==> config.mk <==
export PLATFORM = sky130hd
export DESIGN_NAME = cspi_regport
export DESIGN_NICKNAME = d
export VERILOG_FILES = /design/src/rtl/cspi_pkg.sv /design/src/rtl/cspi_pin_sync.sv /design/src/rtl/cspi_instr_decode.sv /design/src/rtl/cspi_regport.sv
export SDC_FILE = /design/constraint.sdc
export NUM_CORES = 1
export LEC_CHECK = 0
export BUFFER_PORTS_ARGS = -buffer_cell sky130_fd_sc_hd__buf_2
export CELL_PAD_IN_SITES_DETAIL_PLACEMENT = 0
export CELL_PAD_IN_SITES_GLOBAL_PLACEMENT = 1
export CORE_UTILIZATION = 25
export CTS_CLUSTER_SIZE = 20
export DETAILED_ROUTE_END_ITERATION = 8
export PLACE_DENSITY_LB_ADDON = 0.25
export SLEW_MARGIN = 40
export SYNTH_ARGS = -nofsm -noshare
export SYNTH_HDL_FRONTEND = slang
export SYNTH_SLANG_ARGS = --single-unit
==> constraint.sdc <==
create_clock -name clk -period 3.5 [get_ports clk]
set_clock_uncertainty 0.05 [all_clocks]
set_input_delay 0.175 -clock clk [delete_from_list [all_inputs] [get_ports clk]]
set_output_delay 0.175 -clock clk [all_outputs]
set_load 0.05 [all_outputs]
==> src/rtl/cspi_pkg.sv <==
package cspi_pkg;

    localparam int CNT_BYTES_MAX = 4;
    localparam int CNT_W         = 8 * CNT_BYTES_MAX;
    localparam int WFIELD_W      = $clog2(CNT_BYTES_MAX);
    localparam int BITCNT_W      = $clog2(CNT_W + 1);
    localparam int NUM_REGS      = 6;
    localparam int SEL_W         = 3;

    typedef enum logic [1:0] {
        OP_CLEAR = 2'b00,
        OP_READ  = 2'b01,
        OP_WRITE = 2'b10,
        OP_NONE  = 2'b11
    } op_e;

    typedef enum logic [SEL_W-1:0] {
        RS_NONE   = 3'd0,
        RS_MODE0  = 3'd1,
        RS_MODE1  = 3'd2,
        RS_PRESET = 3'd3,
        RS_COUNT  = 3'd4,
        RS_OUTPUT = 3'd5,
        RS_STATUS = 3'd6,
        RS_RSVD   = 3'd7
    } rsel_e;

    typedef enum logic [2:0] {
        PH_INSTR,
        PH_SNAP,
        PH_LOAD,
        PH_READ,
        PH_WRITE,
        PH_DONE
    } phase_e;

    typedef struct packed {
        op_e   op;
        rsel_e sel;
        logic  sel_ok;
        logic  wide;
    } instr_t;

    function automatic logic [NUM_REGS-1:0] sel_onehot(rsel_e s);
        logic [NUM_REGS-1:0] r;
        r = '0;
        for (int i = 0; i < NUM_REGS; i++) begin
            r[i] = (s == rsel_e'(SEL_W'(i + 1)));
        end
        return r;
    endfunction

endpackage

==> src/rtl/cspi_pin_sync.sv <==
module cspi_pin_sync #(
    parameter int STAGES = 2
) (
    input  logic clk,
    input  logic rst_n,
    input  logic sclk_i,
    input  logic cs_n_i,
    input  logic mosi_i,
    output logic sclk_rise_o,
    output logic sclk_fall_o,
    output logic cs_act_o,
    output logic mosi_o
);

    typedef struct packed {
        logic [STAGES:0]   sck;
        logic [STAGES-1:0] csn;
        logic [STAGES-1:0] dat;
    } sync_t;

    sync_t d, q;

    always_comb begin
        d     = q;
        d.sck = {q.sck[STAGES-1:0], sclk_i};
        d.csn = {q.csn[STAGES-2:0], cs_n_i};
        d.dat = {q.dat[STAGES-2:0], mosi_i};
    end

    always_ff @(posedge clk or negedge rst_n) begin
        if (!rst_n) begin
            q.sck <= '0;
            q.csn <= '1;
            q.dat <= '0;
        end else begin
            q <= d;
        end
    end

    assign sclk_rise_o = q.sck[STAGES-1] & ~q.sck[STAGES];
    assign sclk_fall_o = ~q.sck[STAGES-1] & q.sck[STAGES];
    assign cs_act_o    = ~q.csn[STAGES-1];
    assign mosi_o      = q.dat[STAGES-1];

endmodule

==> src/rtl/cspi_instr_decode.sv <==
module cspi_instr_decode
    import cspi_pkg::*;
(
    input  logic [7:0] byte_i,
    output instr_t     dec_o
);

    logic unused_low;
    assign unused_low = ^byte_i[2:0];

    always_comb begin
        dec_o.op     = op_e'(byte_i[7:6]);
        dec_o.sel    = rsel_e'(byte_i[5:3]);
        dec_o.sel_ok = (int'(byte_i[5:3]) >= 1) && (int'(byte_i[5:3]) <= NUM_REGS);
        dec_o.wide   = (dec_o.sel == RS_PRESET) || (dec_o.sel == RS_COUNT) ||
                       (dec_o.sel == RS_OUTPUT);
    end

endmodule

==> src/rtl/cspi_regport.sv <==
module cspi_regport
    import cspi_pkg::*;
#(
    parameter int SYNC_STAGES = 2
) (
    input  logic                clk,
    input  logic                rst_n,
    input  logic                spi_sclk_i,
    input  logic                spi_cs_n_i,
    input  logic                spi_mosi_i,
    output logic                spi_miso_o,
    input  logic [7:0]          mode0_i,
    input  logic [7:0]          mode1_i,
    input  logic [CNT_W-1:0]    preset_i,
    input  logic [CNT_W-1:0]    out_i,
    input  logic [7:0]          status_i,
    output logic [NUM_REGS-1:0] wr_en_o,
    output logic [CNT_W-1:0]    wr_data_o,
    output logic [NUM_REGS-1:0] clr_o,
    output logic                snap_o
);

    typedef struct packed {
        phase_e              ph;
        logic [BITCNT_W-1:0] bits;
        logic [BITCNT_W-1:0] nbits;
        logic [6:0]          instr;
        rsel_e               tgt;
        logic [CNT_W-1:0]    rx;
        logic [CNT_W-1:0]    tx;
        logic                pend;
        logic [NUM_REGS-1:0] wr_en;
        logic [NUM_REGS-1:0] clr;
        logic                snap;
    } ctl_t;

    logic sclk_rise, sclk_fall, cs_act, mosi_s;
    instr_t dec;
    ctl_t d, q;
    logic [BITCNT_W-1:0] nbytes_cfg;
    logic [BITCNT_W-1:0] load_shift;
    logic [CNT_W-1:0]    rd_val;
    logic [BITCNT_W-1:0] bits_inc;

    cspi_pin_sync #(.STAGES(SYNC_STAGES)) sync_i (
        .clk        (clk),
        .rst_n      (rst_n),
        .sclk_i     (spi_sclk_i),
        .cs_n_i     (spi_cs_n_i),
        .mosi_i     (spi_mosi_i),
        .sclk_rise_o(sclk_rise),
        .sclk_fall_o(sclk_fall),
        .cs_act_o   (cs_act),
        .mosi_o     (mosi_s)
    );

    cspi_instr_decode dec_i (
        .byte_i({q.instr, mosi_s}),
        .dec_o (dec)
    );

    // width code holds (max bytes - configured bytes)
    assign nbytes_cfg = BITCNT_W'(CNT_BYTES_MAX) - BITCNT_W'(mode1_i[WFIELD_W-1:0]);
    assign load_shift = BITCNT_W'(CNT_W) - q.nbits;
    assign bits_inc   = q.bits + BITCNT_W'(1);

    always_comb begin
        case (q.tgt)
            RS_MODE0:  rd_val = CNT_W'(mode0_i);
            RS_MODE1:  rd_val = CNT_W'(mode1_i);
            RS_PRESET: rd_val = preset_i;
            RS_STATUS: rd_val = CNT_W'(status_i);
            default:   rd_val = out_i;
        endcase
    end

    always_comb begin
        d       = q;
        d.wr_en = '0;
        d.clr   = '0;
        d.snap  = 1'b0;
        if (!cs_act) begin
            d.ph   = PH_INSTR;
            d.bits = '0;
            d.pend = 1'b0;
            d.tx   = '0;
        end else begin
            case (q.ph)
                PH_INSTR: begin
                    if (sclk_rise) begin
                        d.instr = {q.instr[5:0], mosi_s};
                        d.bits  = bits_inc;
                        if (q.bits == BITCNT_W'(7)) begin
                            d.bits  = '0;
                            d.tgt   = dec.sel;
                            d.nbits = dec.wide ? BITCNT_W'(nbytes_cfg << 3) : BITCNT_W'(8);
                            d.rx    = '0;
                            if (!dec.sel_ok) begin
                                d.ph = PH_DONE;
                            end else begin
                                case (dec.op)
                                    OP_CLEAR: begin
                                        d.clr = sel_onehot(dec.sel);
                                        d.ph  = PH_DONE;
                                    end
                                    OP_READ: begin
                                        d.snap = (dec.sel == RS_COUNT);
                                        d.ph   = PH_SNAP;
                                    end
                                    OP_WRITE: d.ph = PH_WRITE;
                                    default:  d.ph = PH_DONE;
                                endcase
                            end
                        end
                    end
                end
                // one idle cycle lets the core register the snapshot
                PH_SNAP: d.ph = PH_LOAD;
                PH_LOAD: begin
                    d.tx = rd_val << load_shift;
                    d.ph = PH_READ;
                end
                PH_READ: begin
                    if (sclk_rise) begin
                        d.pend = 1'b1;
                        d.bits = bits_inc;
                        if (bits_inc == q.nbits) d.ph = PH_DONE;
                    end else if (sclk_fall && q.pend) begin
                        d.tx   = q.tx << 1;
                        d.pend = 1'b0;
                    end
                end
                PH_WRITE: begin
                    if (sclk_rise) begin
                        d.rx   = {q.rx[CNT_W-2:0], mosi_s};
                        d.bits = bits_inc;
                        if (bits_inc == q.nbits) begin
                            d.wr_en = sel_onehot(q.tgt);
                            d.ph    = PH_DONE;
                        end
                    end
                end
                default: ;
            endcase
        end
    end

    always_ff @(posedge clk or negedge rst_n) begin
        if (!rst_n) q <= '0;
        else        q <= d;
    end

    assign spi_miso_o = q.tx[CNT_W-1];
    assign wr_en_o    = q.wr_en;
    assign wr_data_o  = q.rx;
    assign clr_o      = q.clr;
    assign snap_o     = q.snap;

    p_wr_onehot_r7: assert property (@(posedge clk) disable iff (!rst_n)
        $onehot0(wr_en_o));

    p_clr_onehot_r2: assert property (@(posedge clk) disable iff (!rst_n)
        $onehot0(clr_o));

    p_snap_excl_r6: assert property (@(posedge clk) disable iff (!rst_n)
        snap_o |-> (wr_en_o == '0 && clr_o == '0));

    p_no_commit_idle_r8: assert property (@(posedge clk) disable iff (!rst_n)
        !cs_act |=> (wr_en_o == '0));

    p_miso_hold_r5: assert property (@(posedge clk) disable iff (!rst_n)
        (q.ph == PH_READ && cs_act && !sclk_fall) |=> $stable(spi_miso_o));

endmodule

==> reports/summary.txt, run 1 <==
Setup crit start kind = flop
Leak = 0.003251 uW
Ys Warns = 0
Final Util = 0.2992
Via density = 5.003
Crit Path Max Fanout = 13
XOR/XNOR share of the synthesized area = 0.01007
Worst Setup Path Type = flop to flop
main combinational cell family by area after synthesis = compound AO/OA/AOI/OAI gates
Diodes inserted = 0
Synthesized Nets = 731
Clock power frac = 0.325
Max Freq = 0.3978 GHz
# DRC = 0
worst r2r dst = clr_o[1]
DRT Pass-1 Iters = 5
sequential element share of the synthesized area = 0.4402
Clock Sinks = 107
switching fraction of total power = 0.3192
Post-synth EDFFs = 0
H-Tree Depth = 3
GRT overflow = 0
Starting Density = 0.2571
simple-gate share of the synthesized area = 0.1233
Max Slew Vio Count = 0
Synth Area in Compound Gates = 0.2789
worst path required time = 3.72 ns
syn_area_per_cell = 9.603 um2
ranking of synthesized cells by area = dfrtp_1 43%, a22o_1 7.9%, buf_4 5.5%, a22oi_1 5.1%, o21ai_0 3.5%
largest net degree at the start of global routing = 108
Tot GR Track Use = 0.1440
num rows = 56
worst setup path start = q[100]
Buffers on Ports = 138
FF-to-FF path depth = 5
initial antenna violation count = 0
clock root cell = clkbuf_16
most area-hungry cell type in the Yosys netlist = dfrtp_1
Die Wd = 158.1 um
Final Wtd Congestion = 0.8482
Post-Synth Adder-Cell Area = 0.008220
Gate power share = 0.185
ys flop type = dfrtp_1
distinct cell type count after synthesis = 66
share of cells above drive strength 1 = 0.2699
setup tns final = 0 ns
RSZ-0062 raised after global routing = no
RR Startpoint = q[100]
Die Y = 158.1 um
first-pass GRT wire length = 27860 um
worst ir drop on vdd = 0.0002644 V
Power Dens Cells = 419.1 nW/um2
Fin. Hold Viols = 0
IO Pins = 139
Crit. End Element = flop
part of the power in registers = 0.490
max_slew headroom = 0.4490
WL final = 17390 um
mapped cell area = 6088 um2
critical path arrival = 2.73 ns
Layout area overhead = 16.40%
clk buf depth = 2
Iter 0 DRT Violations = 371
worst hold-check slack = 0.1400 ns
Final HPWL DP = 12730 um
remaining antenna violation count = 0
post-synth top area share = 0.4316
fillcell total = 2576
clock latency on the worst-skew pair = 0.35 ns
vias in the first global route = 5146
final worst path period share = 0.7182
# setup viols final = 0
core footprint = 23680 um2
status = completed
Worst-Margin Slew = 0.8235 ns
detailed-route via count = 5173
Final min period = 2.514 ns
CTS clk-pin slew, worst paths = 0.08 ns
CTS buffer count = 9
Syn Inst Count = 634
Max-Cap Viols = 0
mux cell area share after synthesis = 0.04028
top-count cell post-synth = dfrtp_1
R2R setup slack = 0.99 ns
worst min-delay path category = primary input to flop
Worst setup endpoint = clr_o[1]
internal power consumption = 2022 uW
Yosys reg bits = 107
Final #Nets = 807
top cells by count, synth = 105 x dfrtp_1, 55 x a22o_1, 45 x buf_4, 45 x nand2_1
Die ar. = 24980 um2
WL/cell = 16.81 um
CTS tree = built
net switching power = 948.0 uW
Synth async-reset ratio = 1.000
==> timing repair <==
item,CTS,global route
gates resized for setup,0,0
hold endpoints to repair,108,0
hold buffers,4,0
buffers inserted,0,0
==> per-layer routing <==
metal / GRT usage / vias to the layer above / part of all wire
met5: 0 / - / 0
met4: 0.05678 / 0 / 0.021
met3: 0.02217 / 22 / 0.043
met2: 0.2364 / 153 / 0.47
met1: 0.1891 / 2515 / 0.47
li1: - / 2483 / -
==> worst max-delay path, cell delays in order, from the launching register on <==
cell     delay (ns)
dfrtp_1        0.54
or2_0          0.44
nor4_4         0.61
and2_1         0.47
nand3_1        0.15
nor3_1         0.15
==> placed cells by master, fill, tap and decap left out, drive strengths merged, types with 8 or more instances in the layout <==
cell type / n
clkbuf: 9
mux2i: 11
mux2: 12
a22o: 55
dfrtp: 105
nand2: 46
inv: 21
a21oi: 25
buf: 152
o22ai: 14
nor2: 42
o21ai: 42
a22oi: 41
nor3: 10
nor4: 8
==> worst min-delay path by stage <==
stage                          start          end  slack [ns]  depth (start not counted)
after floorplan                rst_n     clr_o[0]       -0.17                          0
after global placement    spi_cs_n_i  sync_i.d[3]        0.23                          1
after detailed placement  spi_cs_n_i  sync_i.d[3]        0.23                          1
after CTS                 mode1_i[0]        q[91]        0.12                          3
after global routing      mode1_i[0]        q[91]        0.13                          3
final                     mode1_i[0]        q[91]        0.14                          3
==> power by group through the flow <==
stage          Clock, uW  Sequential (uW)  Combinational [uW]
2_1_floorplan          0             1390                 461
3_3_place_gp           0             1470                 545
3_5_place_dp           0             1480                 549
4_1_cts              999             1450                 556
5_1_grt             1040             1470                 607
6_report             966             1450                 550
==> cell families after synthesis <==
group	after synthesis
compound gates	234
simple gates	150
buf+inv	109
flops	107
mux	23
xor+xnor	7
fa+ha+maj	4
==> flip-flops by register name (all words and copies together), names as in the netlist <==
register and count:
clr_o 6, q 54, snap_o 1, spi_miso_o 1, sync_i.d 4, sync_i.mosi_o 1, sync_i.q 2, wr_data_o 32
wr_en_o 6
==> area by class of cell <==
type / count / area, um2 / area share
clock buffers: 9 / 225.2 / 0.03178
clock inverters: 7 / 50.05 / 0.007062
inverters: 18 / 67.56 / 0.009534
multi-input cells: 418 / 2814 / 0.3971
flip-flops and latches: 107 / 2680 / 0.3782
well taps: 319 / 399.1 / 0.05632
repair buffers: 156 / 850.8 / 0.1201
==> through the flow <==
stage,total power [uW],setup WS (ns),cell area [um2],instances
3_3_place_gp,2019,1.066,6771,1014
2_1_floorplan,1853,1.066,6088,634
3_5_place_dp,2026,1.024,6771,1014
5_1_grt,3124,0.7759,7087,1034
6_report,2970,0.9863,7087,1034
4_1_cts,3007,0.9949,7087,1034
Power figures use the tool's default switching activity.
==> run 2, diff against run 1 <==
--- a/config.mk
+++ b/config.mk
@@ -5,6 +5,7 @@
 export SDC_FILE = /design/constraint.sdc
 export NUM_CORES = 1
 export LEC_CHECK = 0
+export ABC_AREA = 1
 export BUFFER_PORTS_ARGS = -buffer_cell sky130_fd_sc_hd__buf_2
 export CELL_PAD_IN_SITES_DETAIL_PLACEMENT = 0
 export CELL_PAD_IN_SITES_GLOBAL_PLACEMENT = 1
==> constraint.sdc (replaced) <==
create_clock -name clk -period 2.2 [get_ports clk]
set_clock_uncertainty 0.05 [all_clocks]
set_input_delay 0.11 -clock clk [delete_from_list [all_inputs] [get_ports clk]]
set_output_delay 0.11 -clock clk [all_outputs]
set_load 0.05 [all_outputs]
==> run 2 against run 1 <==
Against the previous run:
- die area grew 0.16%
- worst hold slack gained 0.017 ns
- combinational power grew 130%
- first-iteration DRC count grew 28%
- highest routed layer unchanged
- register-to-register slack lost 0.70 ns
- via count grew 8.2%
- non-clock buffer count grew 10
- sequential power grew 52%
- synthesized area grew 0.16%
==> reports/summary.txt, run 2 <==
Power Dens Cells = 708.5 nW/um2
syn_area_per_cell = 7.200 um2
Layout area overhead = 19.61%
Tot GR Track Use = 0.1616
worst path bufs/invs = 1
status = completed
Final #Nets = 1046
CTS buffer count = 9
DRT Pass-1 Iters = 4
FF-to-FF path depth = 12
Reg area = 2680 um2
Crit. End Element = flop
Synth async-reset ratio = 1.000
mapped cell area = 6098 um2
clk buf depth = 2
CTS tree = built
core footprint = 23680 um2
worst ir drop on vdd = 0.0004003 V
WL final = 19500 um
delay-heaviest family, CP = simple AND/OR/NAND/NOR gates
H-Tree Depth = 3
Worst-Margin Slew = 0.5045 ns
most area-hungry cell type in the Yosys netlist = dfrtp_1
max_slew headroom = 0.6636
remaining antenna violation count = 0
worst r2r dst = q[33]
CTS clk-pin slew, worst paths = 0.08 ns
first-pass GRT wire length = 30400 um
R2R setup slack = 0.28 ns
Pwr Total = 5168 uW
Final HPWL DP = 15090 um
Die Wd = 158.2 um
post-CTS sizing = 0
worst min-delay path startpoint = mode1_i[1]
Starting Density = 0.2575
final worst slack = 0.2839 ns
Buffers on Ports = 138
worst path required time = 2.41 ns
RSZ-0062 raised after global routing = no
commonest non-fill, non-tap cell in the layout = nand2_1
post-CTS setup buffers = 0
area of the multi-input gates = 2560 um2
Largest register FFs = 54
Leak = 0.003806 uW
GRT Max-Usage Layer = met2
Post-synth EDFFs = 0
final worst path period share = 0.8710
Setup crit start kind = flop
# DRC = 0
slowest stage delay, CP = 0.45 ns
top cells by count, synth = 295 x nand2_1, 105 x dfrtp_1, 92 x inv_1
ys flop type = dfrtp_1
Hold Path Stages = 5
grt met3 use = 0.03093
GRT overflow = 0
critical path cell sequence = inv_2 -> nand2_2 -> nand2_2 -> nand2_1 -> nor2_1 -> nand2_1 -> nand3_1 -> nand2_1 -> nand2_1 -> nand2_1 -> nand2_1 -> nand2_1
# setup viols final = 0
most frequent cells in the layout = 295 x nand2_1, 137 x buf_2, 105 x dfrtp_1
ranking of synthesized cells by area = dfrtp_1 43%, nand2_1 18%, nand3_1 7.1%, buf_4 5.8%, inv_1 5.7%
post-synth top area share = 0.4309
Final Wtd Congestion = 0.8033
Final min period = 1.916 ns
largest net degree at the start of global routing = 45
Via density = 4.398
worst min-delay path category = primary input to flop
M1 GR Usage = 0.2221
Synthesized Nets = 944
Worst Setup Path Type = flop to flop
Max Freq = 0.5219 GHz
detailed-route via count = 5599
setup tns final = 0 ns
CP dominant cell by count = nand2_1
fillcell total = 2680
Ys Warns = 0
Max-Cap Viols = 0
RR Startpoint = q[78]
Syn Inst Count = 847
Diodes inserted = 0
pre-CTS setup slack = 0.2922 ns
Max Slew Vio Count = 0
clock root cell = clkbuf_16
Yosys reg bits = 107
Hold Path End = q[92]
top-count cell post-synth = nand2_1
vias in the first global route = 5482
clock latency on the worst-skew pair = 0.37 ns
distinct cell type count after synthesis = 34
critical path arrival = 2.12 ns
WL/cell = 15.32 um
Clock Sinks = 107
met2 Resource Use GR = 0.2602
share of cells above drive strength 1 = 0.2107
Critical-path top delay cell = dfrtp_1
Die Y = 158.2 um
Fin. Hold Viols = 0
initial antenna violation count = 1
Die ar. = 25020 um2
Iter 0 DRT Violations = 476
worst hold-check slack = 0.1574 ns
sequential element share of the synthesized area = 0.4395
Crit Path Max Fanout = 15
num rows = 56
IO Pins = 139
Top reg by flops = q
## run 2: cell types whose count changed in the layout (fill, tap and decap cells not counted), moves of 12 or more
cell,change
inv_1,+74
nand3_1,+79
a22o_1,-55
nand2_1,+250
o22ai_1,+22
a22oi_1,-39
o21ai_0,-24
mux2_2,-12
## run 2: timing repair
item | in CTS | in global routing
endpoints found under the setup margin | 0 | 0
endpoints found under the hold margin | 36 | 0
hold buffers | 5 | 0
## run 2: where the power goes
| group | internal [uW] | switching, uW | total [uW] |
|---|---|---|---|
| clock | 821 | 870 | 1690 |
| combinational | 418 | 845 | 1260 |
| sequential | 2090 | 121 | 2210 |
| total | 3330 | 1840 | 5170 |
## run 2: logic make-up after synthesis
| logic type | after synthesis | synth area share |
|---|---|---|
| flip-flops | 107 | 0.4395 |
| AO/OA/AOI/OAI | 92 | 0.09110 |
| AND/OR/NAND/NOR | 467 | 0.3176 |
| buffers and inverters | 175 | 0.1407 |
| adder cells (fa/ha/maj) | 4 | 0.008207 |
| XOR/XNOR | 2 | 0.002873 |
## run 2: tightest hold or removal path, stage by stage
cell	delay (ns)
buf_2	0.10
inv_1	0.07
ha_1	0.12
nand3_1	0.07
o21ai_0	0.07
## run 2: how the worst max path moves through the flow
stage                     endpoint  startpoint  cells past startpoint  slack, ns
after CTS                   q[100]       q[94]                     12       0.26
after global placement       q[35]       q[79]                     12       0.28
after detailed placement     q[35]       q[79]                     12       0.29
after global routing        q[102]       q[94]                     11       0.06
after floorplan              q[21]       q[91]                     11       0.20
final                        q[33]       q[78]                     12       0.28
## run 2: layer usage
metal  share of wire  up-vias
met4          0.0081        0
met2            0.48       95
li1                -     2862
met5               0        -
met3           0.044       12
met1            0.47     2630
## run 2: layout make-up
cell class              instances  area share
clock buffers                   9     0.03087
clock inverters                 7     0.01218
inverters                     100     0.05146
multi-input cells             565      0.3509
flip-flops and latches        107      0.3674
well taps                     319     0.05472
repair buffers                166      0.1324
## run 2: stage by stage
stage               area (um2)  instances  utilization
floorplan                 6098        847            -
global placement          6930       1252       0.2926
detailed placement        6930       1252       0.2926
CTS                       7295       1273       0.3080
global route              7295       1273       0.3080
finish                    7295       1273       0.3080
==> run 3, diff against run 2 <==
--- a/config.mk
+++ b/config.mk
@@ -13,6 +13,7 @@
 export CTS_CLUSTER_SIZE = 20
 export DETAILED_ROUTE_END_ITERATION = 8
 export PLACE_DENSITY_LB_ADDON = 0.25
+export RECOVER_POWER = 50
 export SLEW_MARGIN = 40
 export SYNTH_ARGS = -nofsm -noshare
 export SYNTH_HDL_FRONTEND = slang
==> run 3 against run 2 <==
Against the previous run:
- sequential share of layout area is 0.36 points higher
- sequential cell count stayed put
- non-clock buffer count stayed put
- clock power hardly changed
- register-to-register slack hardly changed
- critical path type unchanged
- largest cell class unchanged
- largest power group unchanged
==> reports/summary.txt, run 3 (same netlist as run 2, synthesis figures left out) <==
worst path required time = 2.41 ns
Fin. Hold Viols = 0
CTS clk-pin slew, worst paths = 0.08 ns
Final HPWL DP = 15090 um
Final Wtd Congestion = 0.8033
Iter 0 DRT Violations = 463
Largest register FFs = 54
max_slew headroom = 0.3706
# setup viols final = 0
Worst Setup Path Type = flop to flop
slowest stage delay, CP = 0.45 ns
critical path arrival = 2.13 ns
CTS buffer count = 9
initial antenna violation count = 1
setup tns final = 0 ns
first-pass GRT wire length = 30400 um
RSZ-0062 raised after global routing = no
status = completed
Setup crit start kind = flop
worst hold-check slack = 0.1572 ns
Layout area overhead = 18.44%
WL final = 19540 um
Worst-Margin Slew = 0.9441 ns
post-CTS sizing = 0
CTS tree = built
Top reg by flops = q
Leak = 0.003602 uW
Starting Density = 0.2575
Max-Cap Viols = 0
clock root cell = clkbuf_16
Die ar. = 25020 um2
Tot GR Track Use = 0.1616
vias in the first global route = 5482
Crit Path Max Fanout = 15
Crit. End Element = flop
clock latency on the worst-skew pair = 0.37 ns
Diodes inserted = 0
core footprint = 23680 um2
remaining antenna violation count = 0
Die Wd = 158.2 um
critical path cell sequence = inv_2 -> nand2_2 -> nand2_2 -> nand2_1 -> nor2_1 -> nand2_1 -> nand3_1 -> nand2_1 -> nand2_1 -> nand2_1 -> nand2_1 -> nand2_1
final worst path period share = 0.8733
CP dominant cell by count = nand2_1
Max Slew Vio Count = 0
Die Y = 158.2 um
most frequent cells in the layout = 295 x nand2_1, 105 x dfrtp_1, 92 x inv_1, 92 x buf_2, 86 x nand3_1
largest net degree at the start of global routing = 45
pre-CTS setup slack = 0.2922 ns
Via density = 4.430
Buffers on Ports = 138
WL/cell = 15.35 um
Critical-path top delay cell = dfrtp_1
Clock Sinks = 107
worst min-delay path category = primary input to flop
GRT overflow = 0
final worst slack = 0.2787 ns
IO Pins = 139
worst ir drop on vdd = 0.0004009 V
commonest non-fill, non-tap cell in the layout = nand2_1
H-Tree Depth = 3
Max Freq = 0.5205 GHz
clk buf depth = 2
detailed-route via count = 5640
Final #Nets = 1046
num rows = 56
DRT Pass-1 Iters = 4
share of cells above drive strength 1 = 0.1635
Final min period = 1.921 ns
# DRC = 0
Power Dens Cells = 714.1 nW/um2
[run 3: cell count changes in the layout (fill, tap and decap cells not counted)]
cell      before  now
buf_2        137   92
buf_4         20   19
clkbuf_1       0   45
clkbuf_4       0    1
clkbuf_2       0    1
buf_12         4    3
[run 3: what timing repair did]
action / in CTS / in global routing
hold buffers: 5 / 0
endpoints found under the setup margin: 0 / 0
buffers inserted: 0 / 0
hold endpoints to repair: 36 / 0
[run 3: worst paths after layout]
kind                            cells past startpoint           to  slack [ns]        start
worst max-delay path                               12        q[33]        0.28        q[78]
worst min-delay path                                5        q[92]        0.16   mode1_i[1]
worst max register to register                     12        q[33]        0.28        q[78]
worst min register to register                      0  sync_i.d[6]        0.30  sync_i.d[5]
max in group asynchronous                           3        q[27]        0.42        rst_n
min in group asynchronous                           2        q[37]        0.38        rst_n
[run 3: critical path: cells and delay by family, from the launching register on]
family / cells / cell delay, ns
and+or+nand+nor: 11 / 1.18
DFF: 1 / 0.45
buffers and inverters: 1 / 0.13
[run 3: routing by layer]
layer / part of all wire / wire length, um / vias to the layer above / track usage
met1: 0.47 / 9101 / 2656 / 0.2221
li1: - / - / 2860 / -
met5: 0 / 0 / - / 0
met3: 0.046 / 892 / 12 / 0.03093
met2: 0.48 / 9382 / 112 / 0.2602
met4: 0.0081 / 158 / 0 / 0.03709
[run 3: final cells by class]
class | instances | area, um2
Fill cell | 2692 | 16460
Sequential cell | 107 | 2680
Multi-Input combinational cell | 565 | 2560
Timing Repair Buffer | 166 | 894.6
Tap cell | 319 | 399.1
Inverter | 100 | 375.4
Clock buffer | 9 | 225.2
Clock inverter | 7 | 88.84
[run 3: per-stage QoR]
step / std cells / cell area, um2 / total power (uW) / utilization
global placement: 1252 / 6930 / 3535 / 0.2926
floorplan: 847 / 6098 / 3057 / -
detailed placement: 1252 / 6930 / 3518 / 0.2926
global route: 1273 / 7223 / 5504 / 0.3050
finish: 1273 / 7223 / 5158 / 0.3050
CTS: 1273 / 7295 / 5249 / 0.3080
[run 3: power by group]
part	switching [uW]	internal [uW]	total, uW	leakage, uW
combinational	845	412	1260	0.00200
sequential	121	2090	2210	0.00145
clock	866	821	1690	0.000152
